--- src/rtl/scl_pkg.sv ---
package scl_pkg;
    localparam int ADDR_W  = 12;
    localparam int COORD_W = 8;
    localparam int PIX_W   = 24;
    localparam int N_TILE  = 3;
    localparam int N_SPR   = 2;
    localparam int N_LAYER = N_TILE + N_SPR;
    localparam int LYR_W   = $clog2(N_LAYER + 1);

    typedef struct packed {
        logic               en;
        logic [1:0]         depth;
        logic [ADDR_W-1:0]  map_base;
        logic [ADDR_W-1:0]  pat_base;
        logic [ADDR_W-1:0]  pal_base;
        logic [COORD_W-1:0] pos_x;
        logic [COORD_W-1:0] pos_y;
    } layer_cfg_t;

    typedef enum logic [3:0] {
        S_IDLE, S_CLR, S_LAYER, S_MAP, S_TILE, S_PAT, S_UNP, S_WR, S_DONE
    } eng_state_e;
endpackage

--- src/rtl/scl_regs.sv ---
module scl_regs
    import scl_pkg::*;
#(
    parameter int CFG_AW = 6,
    parameter int CFG_DW = 12
) (
    input  logic                           clk,
    input  logic                           rst_n,
    input  logic                           we_i,
    input  logic [CFG_AW-1:0]              addr_i,
    input  logic [CFG_DW-1:0]              wdata_i,
    output layer_cfg_t [N_LAYER-1:0]       cfg_o,
    output logic [COORD_W-1:0]             line_o
);
    localparam int FLD_W = 3;
    localparam int SEL_W = CFG_AW - FLD_W;
    localparam logic [SEL_W-1:0] GLOBAL_SEL = '1;

    typedef struct packed {
        layer_cfg_t [N_LAYER-1:0] lyr;
        logic [COORD_W-1:0]       line;
    } regs_t;

    regs_t r_d, r_q;
    logic [SEL_W-1:0] sel;
    logic [FLD_W-1:0] fld;

    assign sel = addr_i[CFG_AW-1:FLD_W];
    assign fld = addr_i[FLD_W-1:0];

    always_comb begin
        r_d = r_q;
        if (we_i) begin
            if (sel == GLOBAL_SEL) begin
                if (fld == '0) r_d.line = wdata_i[COORD_W-1:0];
            end else if (32'(sel) < N_LAYER) begin
                case (fld)
                    3'd0: begin
                        r_d.lyr[sel].en    = wdata_i[0];
                        r_d.lyr[sel].depth = wdata_i[2:1];
                    end
                    3'd1: r_d.lyr[sel].map_base = wdata_i[ADDR_W-1:0];
                    3'd2: r_d.lyr[sel].pat_base = wdata_i[ADDR_W-1:0];
                    3'd3: r_d.lyr[sel].pal_base = wdata_i[ADDR_W-1:0];
                    3'd4: r_d.lyr[sel].pos_x    = wdata_i[COORD_W-1:0];
                    3'd5: r_d.lyr[sel].pos_y    = wdata_i[COORD_W-1:0];
                    default: ;
                endcase
            end
        end
    end

    always_ff @(posedge clk) begin
        if (!rst_n) r_q <= '0;
        else        r_q <= r_d;
    end

    assign cfg_o  = r_q.lyr;
    assign line_o = r_q.line;
endmodule

--- src/rtl/scl_unpack.sv ---
module scl_unpack (
    input  logic [7:0] byte_i,
    input  logic [1:0] depth_i,
    input  logic [2:0] pos_i,
    output logic [7:0] idx_o
);
    logic [7:0] cand [4];

    for (genvar g = 0; g < 4; g++) begin : g_depth
        localparam int BITS = 1 << g;
        localparam logic [7:0] MASK = 8'((1 << BITS) - 1);
        logic [3:0] shamt;
        assign shamt   = 4'(8 - BITS) - {1'b0, pos_i};
        assign cand[g] = (byte_i >> shamt) & MASK;
    end

    assign idx_o = cand[depth_i];
endmodule

--- src/rtl/scl_engine.sv ---
module scl_engine
    import scl_pkg::*;
#(
    parameter int LINE_W = 64,
    parameter int MAP_LG = 4,
    localparam int XW = $clog2(LINE_W)
) (
    input  logic                      clk,
    input  logic                      rst_n,
    input  logic                      start_i,
    input  layer_cfg_t [N_LAYER-1:0]  cfg_i,
    input  logic [COORD_W-1:0]        line_i,
    output logic                      mem_rd_o,
    output logic [ADDR_W-1:0]         mem_addr_o,
    input  logic [PIX_W-1:0]          mem_rdata_i,
    output logic                      lb_we_o,
    output logic                      lb_bank_o,
    output logic [XW-1:0]             lb_addr_o,
    output logic [PIX_W-1:0]          lb_data_o,
    output logic                      busy_o,
    output logic                      done_o
);
    typedef struct packed {
        eng_state_e     st;
        logic [LYR_W-1:0] layer;
        logic [XW-1:0]  x;
        logic [7:0]     tile;
        logic           bank;
    } eng_t;

    eng_t q, d;

    layer_cfg_t          lc;
    logic                is_spr, on_line, clipped, last_col, adv;
    logic [COORD_W-1:0]  u, v, srow;
    logic [COORD_W:0]    sdest;
    logic [2:0]          pix, rin;
    logic [7:0]          tnum, idx;
    logic [5:0]          bitoff;
    logic [ADDR_W-1:0]   map_addr, pat_addr, pal_addr;
    logic [XW-1:0]       dest;

    always_comb begin
        lc       = (32'(q.layer) < N_LAYER) ? cfg_i[q.layer] : '0;
        is_spr   = (32'(q.layer) >= N_TILE);
        u        = COORD_W'(q.x) + lc.pos_x;
        v        = line_i + lc.pos_y;
        srow     = line_i - lc.pos_y;
        on_line  = (line_i >= lc.pos_y) && (srow < COORD_W'(8));
        sdest    = {1'b0, lc.pos_x} + (COORD_W+1)'(q.x[2:0]);
        clipped  = (32'(sdest) >= LINE_W);
        pix      = is_spr ? q.x[2:0] : u[2:0];
        rin      = is_spr ? srow[2:0] : v[2:0];
        tnum     = is_spr ? 8'd0 : q.tile;
        bitoff   = {3'b000, pix} << lc.depth;
        map_addr = lc.map_base + ADDR_W'({v[3 +: MAP_LG], u[3 +: MAP_LG]});
        pat_addr = lc.pat_base
                 + ((ADDR_W'(tnum) << 3) << lc.depth)
                 + (ADDR_W'(rin) << lc.depth)
                 + ADDR_W'(bitoff[5:3]);
        dest     = is_spr ? sdest[XW-1:0] : q.x;
        last_col = (q.x == XW'(LINE_W - 1));
    end

    scl_unpack u_unpack (
        .byte_i  (mem_rdata_i[7:0]),
        .depth_i (lc.depth),
        .pos_i   (bitoff[2:0]),
        .idx_o   (idx)
    );

    assign pal_addr = lc.pal_base + ADDR_W'(idx);

    always_comb begin
        d          = q;
        adv        = 1'b0;
        mem_rd_o   = 1'b0;
        mem_addr_o = '0;
        lb_we_o    = 1'b0;
        lb_addr_o  = '0;
        lb_data_o  = '0;
        done_o     = 1'b0;

        case (q.st)
            S_IDLE: begin
                if (start_i) begin
                    d.x  = '0;
                    d.st = S_CLR;
                end
            end
            S_CLR: begin
                lb_we_o   = 1'b1;
                lb_addr_o = q.x;
                if (last_col) begin
                    d.layer = '0;
                    d.st    = S_LAYER;
                end else begin
                    d.x = q.x + 1'b1;
                end
            end
            S_LAYER: begin
                d.x = '0;
                if (32'(q.layer) == N_LAYER)      d.st = S_DONE;
                else if (!lc.en)                  d.layer = q.layer + 1'b1;
                else if (!is_spr)                 d.st = S_MAP;
                else if (on_line)                 d.st = S_PAT;
                else                              d.layer = q.layer + 1'b1;
            end
            S_MAP: begin
                mem_rd_o   = 1'b1;
                mem_addr_o = map_addr;
                d.st       = S_TILE;
            end
            S_TILE: begin
                d.tile = mem_rdata_i[7:0];
                d.st   = S_PAT;
            end
            S_PAT: begin
                if (is_spr && clipped) begin
                    adv = 1'b1;
                end else begin
                    mem_rd_o   = 1'b1;
                    mem_addr_o = pat_addr;
                    d.st       = S_UNP;
                end
            end
            S_UNP: begin
                if (idx == 8'd0) begin
                    adv = 1'b1;
                end else begin
                    mem_rd_o   = 1'b1;
                    mem_addr_o = pal_addr;
                    d.st       = S_WR;
                end
            end
            S_WR: begin
                lb_we_o   = 1'b1;
                lb_addr_o = dest;
                lb_data_o = mem_rdata_i;
                adv       = 1'b1;
            end
            S_DONE: begin
                done_o = 1'b1;
                d.bank = ~q.bank;
                d.st   = S_IDLE;
            end
            default: d.st = S_IDLE;
        endcase

        if (adv) begin
            if (is_spr) begin
                if (q.x[2:0] == 3'd7) begin
                    d.layer = q.layer + 1'b1;
                    d.st    = S_LAYER;
                end else begin
                    d.x  = q.x + 1'b1;
                    d.st = S_PAT;
                end
            end else if (last_col) begin
                d.layer = q.layer + 1'b1;
                d.st    = S_LAYER;
            end else begin
                d.x  = q.x + 1'b1;
                d.st = (pix == 3'd7) ? S_MAP : S_PAT;
            end
        end
    end

    always_ff @(posedge clk) begin
        if (!rst_n) q <= '{st: S_IDLE, default: '0};
        else        q <= d;
    end

    assign lb_bank_o = q.bank;
    assign busy_o    = (q.st != S_IDLE);
endmodule

--- src/rtl/scl_linebuf.sv ---
module scl_linebuf
    import scl_pkg::*;
#(
    parameter int LINE_W = 64,
    localparam int XW = $clog2(LINE_W)
) (
    input  logic              clk,
    input  logic              rst_n,
    input  logic              we_i,
    input  logic              wbank_i,
    input  logic [XW-1:0]     waddr_i,
    input  logic [PIX_W-1:0]  wdata_i,
    input  logic              rd_start_i,
    input  logic              rd_bank_i,
    output logic              pix_valid_o,
    output logic [PIX_W-1:0]  pix_data_o
);
    typedef struct packed {
        logic          active;
        logic          bank;
        logic [XW-1:0] cnt;
    } rd_t;

    logic [PIX_W-1:0] mem_q [2][LINE_W];
    rd_t r_d, r_q;

    always_ff @(posedge clk) begin
        if (we_i) mem_q[wbank_i][waddr_i] <= wdata_i;
    end

    always_comb begin
        r_d = r_q;
        if (r_q.active) begin
            if (r_q.cnt == XW'(LINE_W - 1)) r_d.active = 1'b0;
            r_d.cnt = r_q.cnt + 1'b1;
        end
        if (rd_start_i) begin
            r_d.active = 1'b1;
            r_d.bank   = rd_bank_i;
            r_d.cnt    = '0;
        end
    end

    always_ff @(posedge clk) begin
        if (!rst_n) r_q <= '0;
        else        r_q <= r_d;
    end

    assign pix_valid_o = r_q.active;
    assign pix_data_o  = mem_q[r_q.bank][r_q.cnt];
endmodule

--- src/rtl/scl_compositor.sv ---
module scl_compositor
    import scl_pkg::*;
#(
    parameter int LINE_W = 64,
    parameter int MAP_LG = 4,
    parameter int CFG_AW = 6,
    parameter int CFG_DW = 12
) (
    input  logic                clk,
    input  logic                rst_n,
    input  logic                cfg_we,
    input  logic [CFG_AW-1:0]   cfg_addr,
    input  logic [CFG_DW-1:0]   cfg_wdata,
    input  logic                line_start,
    output logic                busy,
    output logic                line_done,
    output logic                mem_rd,
    output logic [ADDR_W-1:0]   mem_addr,
    input  logic [PIX_W-1:0]    mem_rdata,
    output logic                pix_valid,
    output logic [PIX_W-1:0]    pix_data
);
    localparam int XW = $clog2(LINE_W);

    layer_cfg_t [N_LAYER-1:0] cfg;
    logic [COORD_W-1:0]       line_no;
    logic                     lb_we, lb_bank;
    logic [XW-1:0]            lb_addr;
    logic [PIX_W-1:0]         lb_data;

    scl_regs #(.CFG_AW(CFG_AW), .CFG_DW(CFG_DW)) u_regs (
        .clk     (clk),
        .rst_n   (rst_n),
        .we_i    (cfg_we),
        .addr_i  (cfg_addr),
        .wdata_i (cfg_wdata),
        .cfg_o   (cfg),
        .line_o  (line_no)
    );

    scl_engine #(.LINE_W(LINE_W), .MAP_LG(MAP_LG)) u_engine (
        .clk         (clk),
        .rst_n       (rst_n),
        .start_i     (line_start),
        .cfg_i       (cfg),
        .line_i      (line_no),
        .mem_rd_o    (mem_rd),
        .mem_addr_o  (mem_addr),
        .mem_rdata_i (mem_rdata),
        .lb_we_o     (lb_we),
        .lb_bank_o   (lb_bank),
        .lb_addr_o   (lb_addr),
        .lb_data_o   (lb_data),
        .busy_o      (busy),
        .done_o      (line_done)
    );

    scl_linebuf #(.LINE_W(LINE_W)) u_linebuf (
        .clk         (clk),
        .rst_n       (rst_n),
        .we_i        (lb_we),
        .wbank_i     (lb_bank),
        .waddr_i     (lb_addr),
        .wdata_i     (lb_data),
        .rd_start_i  (line_done),
        .rd_bank_i   (lb_bank),
        .pix_valid_o (pix_valid),
        .pix_data_o  (pix_data)
    );
endmodule

--- config.mk ---
export PLATFORM = sky130hd
export DESIGN_NAME = scl_compositor
export DESIGN_NICKNAME = d
export VERILOG_FILES = /design/src/rtl/scl_pkg.sv /design/src/rtl/scl_regs.sv /design/src/rtl/scl_unpack.sv /design/src/rtl/scl_engine.sv /design/src/rtl/scl_linebuf.sv /design/src/rtl/scl_compositor.sv
export SDC_FILE = /design/constraint.sdc
export NUM_CORES = 2
export LEC_CHECK = 0
export BUFFER_PORTS_ARGS = -buffer_cell sky130_fd_sc_hd__buf_2
export CORE_ASPECT_RATIO = 1.2
export CORE_MARGIN = 1.5
export CORE_UTILIZATION = 50
export CTS_BUF_LIST = sky130_fd_sc_hd__clkbuf_8 sky130_fd_sc_hd__clkbuf_16
export CTS_CLUSTER_SIZE = 12
export DETAILED_ROUTE_END_ITERATION = 12
export GPL_TIMING_DRIVEN = 0
export PLACE_DENSITY = 0.65
export SLEW_MARGIN = 20
export SYNTH_ARGS = -nofsm -noshare
export SYNTH_HDL_FRONTEND = slang
export SYNTH_HIERARCHICAL = 1
export SYNTH_SLANG_ARGS = --single-unit
export TNS_END_PERCENT = 1
--- constraint.sdc ---
create_clock -name clk -period 9.5 [get_ports clk]
set_input_delay 0.95 -clock clk [delete_from_list [all_inputs] [get_ports clk]]
set_output_delay 0.95 -clock clk [all_outputs]
set_load 0.1 [all_outputs]
Yosys cells after proc, flatten, opt, wreduce, memory -nomap -nowiden. Memories as Yosys holds them, arrays and structs flattened. A register that Yosys moved wholly into a read port is not among the register bits. Index checks and enable logic that the tools add are counted.

Add/sub/neg operators: 16. Magnitude comparators: 13. Bitwise gates (word level): 6. Equal/unequal tests: 26. Multiplexer cells: 84. Reductions and logical operators: 14. Shifts and indexed selects: 7.

Operators with widths (count): $bwmux 275 (7); $pmux 275 s6 (1); $mux 1536 (1); $demux 55 s3 (7); $bmux 55 s3 (1); $mux 55 (3); $bmux 24 s6 (1); $demux 24 s6 (1); $mux 24 (4); $mux 54 (1); $mux 52 (1); $mux 40 (1); $mux 8 (5); $mux 6 (6); $pmux 12 s3 (1); $mux 4 (8); $pmux 4 s8 (1); $mux 3 (10); $mux 28 (1); $mux 13 (2); $add 12x12->12 (2); $add 12x8->12 (2); $mux 12 (2); $eq 3x3->1 const B (6); 59 further kinds (91).

Bits of input ports: 46. Register bits after elaboration: 313. Memories: 1. Word-level logic and storage cells: 211. Memory bits (writable): 3072.

Memory list: u_linebuf.mem_q (depth 2, width 1536, read ports 1, clocked after memory_dff 1, wr ports 1, RTL line scl_linebuf.sv:24) `logic [PIX_W-1:0] mem_q [2][LINE_W];`.

Depth between registers and ports, before layout.
Depth in word-level cells: 16. Depth in mapped cells: 31.

Modules after synthesis. The synthesis kept the hierarchy.

Modules (own cells, without submodules): scl_linebuf (sequential area each 92428.6 µm², cells an instance 5646, times used 1, area an instance 118832.7 µm²); scl_regs (sequential area each 5665.4 µm², cells an instance 1065, times used 1, area an instance 10366.2 µm²); scl_engine (sequential area each 440.4 µm², cells an instance 806, times used 1, area an instance 6557.5 µm²); scl_unpack (sequential area each 0.0 µm², cells an instance 69, times used 1, area an instance 634.4 µm²).

Least setup slack after synthesis. OpenSTA, ideal clock, no wires.

Kind: flip-flop to output port. Start point: register u_engine/q[15] (netlist name). End point: output mem_addr[8]. Setup slack: 330 ps. Cell stages (with the launch flop): 29. Data arrival time: 8220 ps. Path buffers: 5. Path through: dfxtp_1 buf_6 buf_6 buf_2 buf_2 mux4_2 a22o_1 ha_1 inv_1 fa_1 o21ai_0 nor2_1 a211oi_1 inv_1 ha_1 buf_4 mux4_2 mux2_2 nand3_1 a32oi_1 ha_1 fa_1 a21o_1 a21oi_1 o21bai_1 a21oi_1 o21ai_0 xor2_1 o221ai_1.

Cells in the longest elaborated chain, start to end: 14.

RTL lines: start: declaration (RTL line scl_engine.sv:31) `eng_t q, d;`; start signal: assignment (RTL line scl_engine.sv:170) `if (!rst_n) q <= '{st: S_IDLE, default: '0};`; start signal: assignment (RTL line scl_engine.sv:171) `else q <= d;`; $bmux 55 s3 (RTL line scl_engine.sv:44) `lc = (32'(q.layer) < N_LAYER) ? cfg_i[q.layer] : '0;`; $mux 55 (not written as such) (RTL line scl_engine.sv:44); $mux 55 (RTL line scl_engine.sv:44); $add 6x7->7 (RTL line scl_engine.sv:46) `u = COORD_W'(q.x) + lc.pos_x;`; $mux 3 (RTL line scl_engine.sv:52) `pix = is_spr ? q.x[2:0] : u[2:0];`; $shl 3x2->6 (*) (RTL line scl_engine.sv:55) `bitoff = {3'b000, pix} << lc.depth;`; named net u_engine.bitoff[1] (RTL line scl_engine.sv:39) `logic [5:0] bitoff;`; $sub 1x3->4 or $sub 3x3->4 (tied branches) (RTL line scl_unpack.sv:13) `assign shamt = 4'(8 - BITS) - {1'b0, pos_i};`; $shr 8x4->8 (tied with other cells) (RTL line scl_unpack.sv:14) `assign cand[g] = (byte_i >> shamt) & MASK;`; $bmux 8 s2 (*) (RTL line scl_unpack.sv:17) `assign idx_o = cand[depth_i];`; $mux 8 (not written as such) (*) (2 in a row) (RTL line scl_unpack.sv:17); named net u_engine.idx[0] (RTL line scl_engine.sv:38) `logic [7:0] tnum, idx;`; $add 12x8->12 or $logic_not 8->1 (tied branches) (RTL line scl_engine.sv:72, scl_engine.sv:128); $mux 12 (*) (RTL line scl_engine.sv:128) `if (idx == 8'd0) begin`; $pmux 12 s3 (*) (RTL line scl_engine.sv:84) `case (q.st)`; end: declaration (RTL line scl_compositor.sv:18) `output logic [ADDR_W-1:0] mem_addr,`.

The timed path passes the listed nets; every way through them passes the cells marked *. The select of a mux whose other input is x is not followed.

Final worst setup path.
Start point: register u_engine/q[16] (netlist name). End point: output mem_addr[8].

The elaborated chain is that of the path after synthesis.

==> impl_metrics.yaml <==
status:
  status: "complete, no violations"
clock_tree:
  cts_tree: "done"
  clkTransAtPathRegs_ns: 0.06
  cts_num_sinks: 3386
  cts_buffers: 345
  cts_hold_buf: 0
  root_buffer: "clkbuf_16"
  clkLatencyLatePin_ns: 0.93
  htree_levels: 5
  clockBufferDepth: 4
grt:
  grt_max_degree: 77
  grt_usage: 0.3607
  antenna_found_initial: 33
  grt_first_pass_wirelength_um: 669600
  overflow: 0
  grt_pass1_vias: 78110
route:
  wirelength_um: 503200
  dr_wl_met3_um: 63260
  wl_met2_um: 226200
  top_layer: "met5"
  antenna_left: 0
  firstDrtPassIters: 8
  drt-met1-wl_um: 175100
  wl_per_cell_um: 42.00
  vias_per_cell: 6.853
  drt_iter0_markers: 13830
  drc: 0
  via_count: 82110
hold_path:
  min_from: "mem_rdata[0]"
  hold_class: "in2reg"
  min_delay_path_depth: 3
  hold_end: "u_engine/q[1]$_SDFFE_PN0P_"
logic_synthesis:
  syn_avg_cell_area_sq_um: 17.98
  synth-seq-cells: 3386
  synth_area_leaders: "edfxtp_1 68%, mux4_2 9.3%, mux2i_1 5.5%"
  yosysWarnings: 6
  yosysSeqAreaShare: 0.7224
  syn_nets: 7716
  synth_commonest_cells: "3072 x edfxtp_1, 755 x mux2i_1, 561 x mux4_2, 377 x nand2_1, 314 x dfxtp_1"
  synth_cell_types: 101
  synthArstFlopShare: 0
  synth-main-ff-cell: "edfxtp_1"
  synthCells: 7586
  synth_area_sq_mm: 0.1364
  yosys.area.top_type: "edfxtp_1"
  synth.most_common_cell: "edfxtp_1"
  yosys.area.top_type_share: 0.6764
  synth_edf_count: 3072
setup_path:
  cp_max_fo: 10
  cp_slowest_cell: "fa_1"
  crit_path_frequent_cell: "buf_4"
  regToRegStartpoint: "u_engine/q[17]$_SDFF_PN0_"
  reg2reg_setup_slack_ns: 2.34
  worstRegToRegCells: 14
  r2r_end: "u_linebuf/mem_q[1][158]$_DFFE_PP_"
  cp.required_ns: 8.55
  worstSetupEndpointType: "output pin"
  arrival_ns: 8.27
  slowest_delay_ns: 0.53
  start_kind: "flop"
  worstSetupPathType: "reg2out"
finish:
  fin_nets: 8338
  drive_above_1_share: 0.2119
  area.growth.synth_to_final_pct: 15.15
sta:
  worst-slew-pin-transition_ns: 1.368
  rsz0062_at_grt: "false"
  timing.hold.ws_ns: 0.3959
  setup_viol: 0
  finalCritPeriodShare: 0.9704
  relSlewSlack: 0.08264
  period_minus_slack_ns: 9.219
  slew_viol_final: 0
  hold_violations: 0
  fmax_ghz: 0.1085
  final.setup_skew_ns: 0.07612
placed_design:
  gp_congestion: 1.009
  dp.final_hpwl_um: 353900
  numPortBuffers: 78
power:
  powerDensity_mw_per_mm2: 185.3
  power.leakage_uw: 0.04780
  finalPower_uw: 29100
  peakVddDrop_v: 0.0001641
job:
  drv_cap: 0
floorplanning:
  fp.coreArea_sq_mm: 0.2707
  die_area_sq_mm: 0.2759
  start_util: 0.5039
  io_pins: 86
  num_rows: 209
  die_x_um: 479.8
  die_y_um: 575.1
-- power by group --
group	internal, uW	switching (uW)
logic	135	433
registers	16000	10.6
clock network	6910	5590
-- through the flow --
step           instance area [sq um]  instances  utilization  setup TNS, ns  setup slack, ns
2_1_floorplan                 136400       7586            -              0           0.3299
3_3_place_gp                  141300      11250       0.5220        -393.90           -1.239
3_5_place_dp                  146900      11450       0.5427         -10.04           -1.245
4_1_cts                       156900      11970       0.5798              0          0.01771
5_1_grt                       157000      11980       0.5802              0          0.02136
6_report                      157100      11980       0.5803              0           0.2810
-- worst max-delay path, delay by kind of cell, from the launching register on --
family,cells,cell delay [ns]
buffers and inverters,8,1.77
adder cells (fa/ha/maj),5,1.71
XOR/XNOR,1,0.19
AND/OR/NAND/NOR,2,0.18
flip-flops,1,0.35
multiplexers,3,1.19
AO/OA/AOI/OAI,10,1.95
-- layer usage --
| metal | GRT usage | vias up |
|---|---|---|
| met2 | 0.5466 | 6055 |
| li1 | - | 31880 |
| met1 | 0.4638 | 42900 |
| met5 | 0 | - |
| met4 | 0.2244 | 24 |
| met3 | 0.09825 | 1251 |
-- registers in the layout (all words and copies together), names as in the netlist, named ones only --
name / cells
u_engine/lb_bank_o: 1
u_engine/q: 21
u_linebuf/mem_q: 3072
u_linebuf/pix_valid_o: 1
u_linebuf/r_q: 7
u_regs/line_o: 8
-- cell families (layout without fill, tap and decap cells) --
group / Yosys count / in the layout / synth area share
simple gates: 1021 / 1021 / 0.03475
fa+ha+maj: 84 / 84 / 0.008311
buf+inv: 551 / 1352 / 0.02237
mux: 1338 / 1338 / 0.1503
other cells: 0 / 8 / 0
flops: 3386 / 3386 / 0.7224
xor+xnor: 52 / 52 / 0.003339
compound gates: 1154 / 1154 / 0.05849
-- how the worst max path moves through the flow --
stage,startpoint,to,slack [ns],cells after the start
floorplan,u_engine/q[15]$_SDFF_PN0_,mem_addr[8],0.33,28
global placement,u_engine/q[16]$_SDFF_PN0_,mem_addr[11],-1.24,29
detailed placement,u_engine/q[16]$_SDFF_PN0_,mem_addr[11],-1.24,29
CTS,u_engine/q[16]$_SDFF_PN0_,mem_addr[11],0.02,26
global route,u_engine/q[15]$_SDFF_PN0_,mem_addr[10],0.02,30
finish,u_engine/q[16]$_SDFF_PN0_,mem_addr[8],0.28,29
-- placed cells by master (no fill, tap or decap), drive strengths merged, types with 15 or more instances in the layout --
cell type  instances
edfxtp          3072
mux2i            755
clkbuf           589
mux4             565
buf              537
nand2            377
dfxtp            314
a21oi            309
nor2             287
nand3            168
inv              159
o21ai            151
a22o             119
a22oi            110
ha                73
a221oi            72
o22ai             69
clkinv            59
a211oi            54
a31oi             42
o221ai            39
a32o              37
nor3              37
and2              37
xnor2             27
o211ai            27
xor2              25
nor2b             25
a41oi             22
mux2              18
o21a              17
a21o              15
nand2b            15
-- area by class of cell --
cell class	instances	area, sq um
inverters	65	247.7
plain buffers	485	2914
flip-flops and latches	3386	98530
diodes	8	20.02
multi-input cells	3649	36000
repair buffers	276	4911
clock buffers	365	9010
well taps	3587	4488
clock inverters	161	929.6
fillers	20230	113600
-- repair_timing --
| action | in CTS | in global routing |
|---|---|---|
| resized for setup | 38 | 19 |
| endpoints found under the hold margin | 0 | 0 |
| setup endpoints to repair | 13 | 6 |
| setup buffers | 3 | 1 |
| pin swaps | 2 | 1 |
No activity file was read; power rests on OpenSTA's default activity.
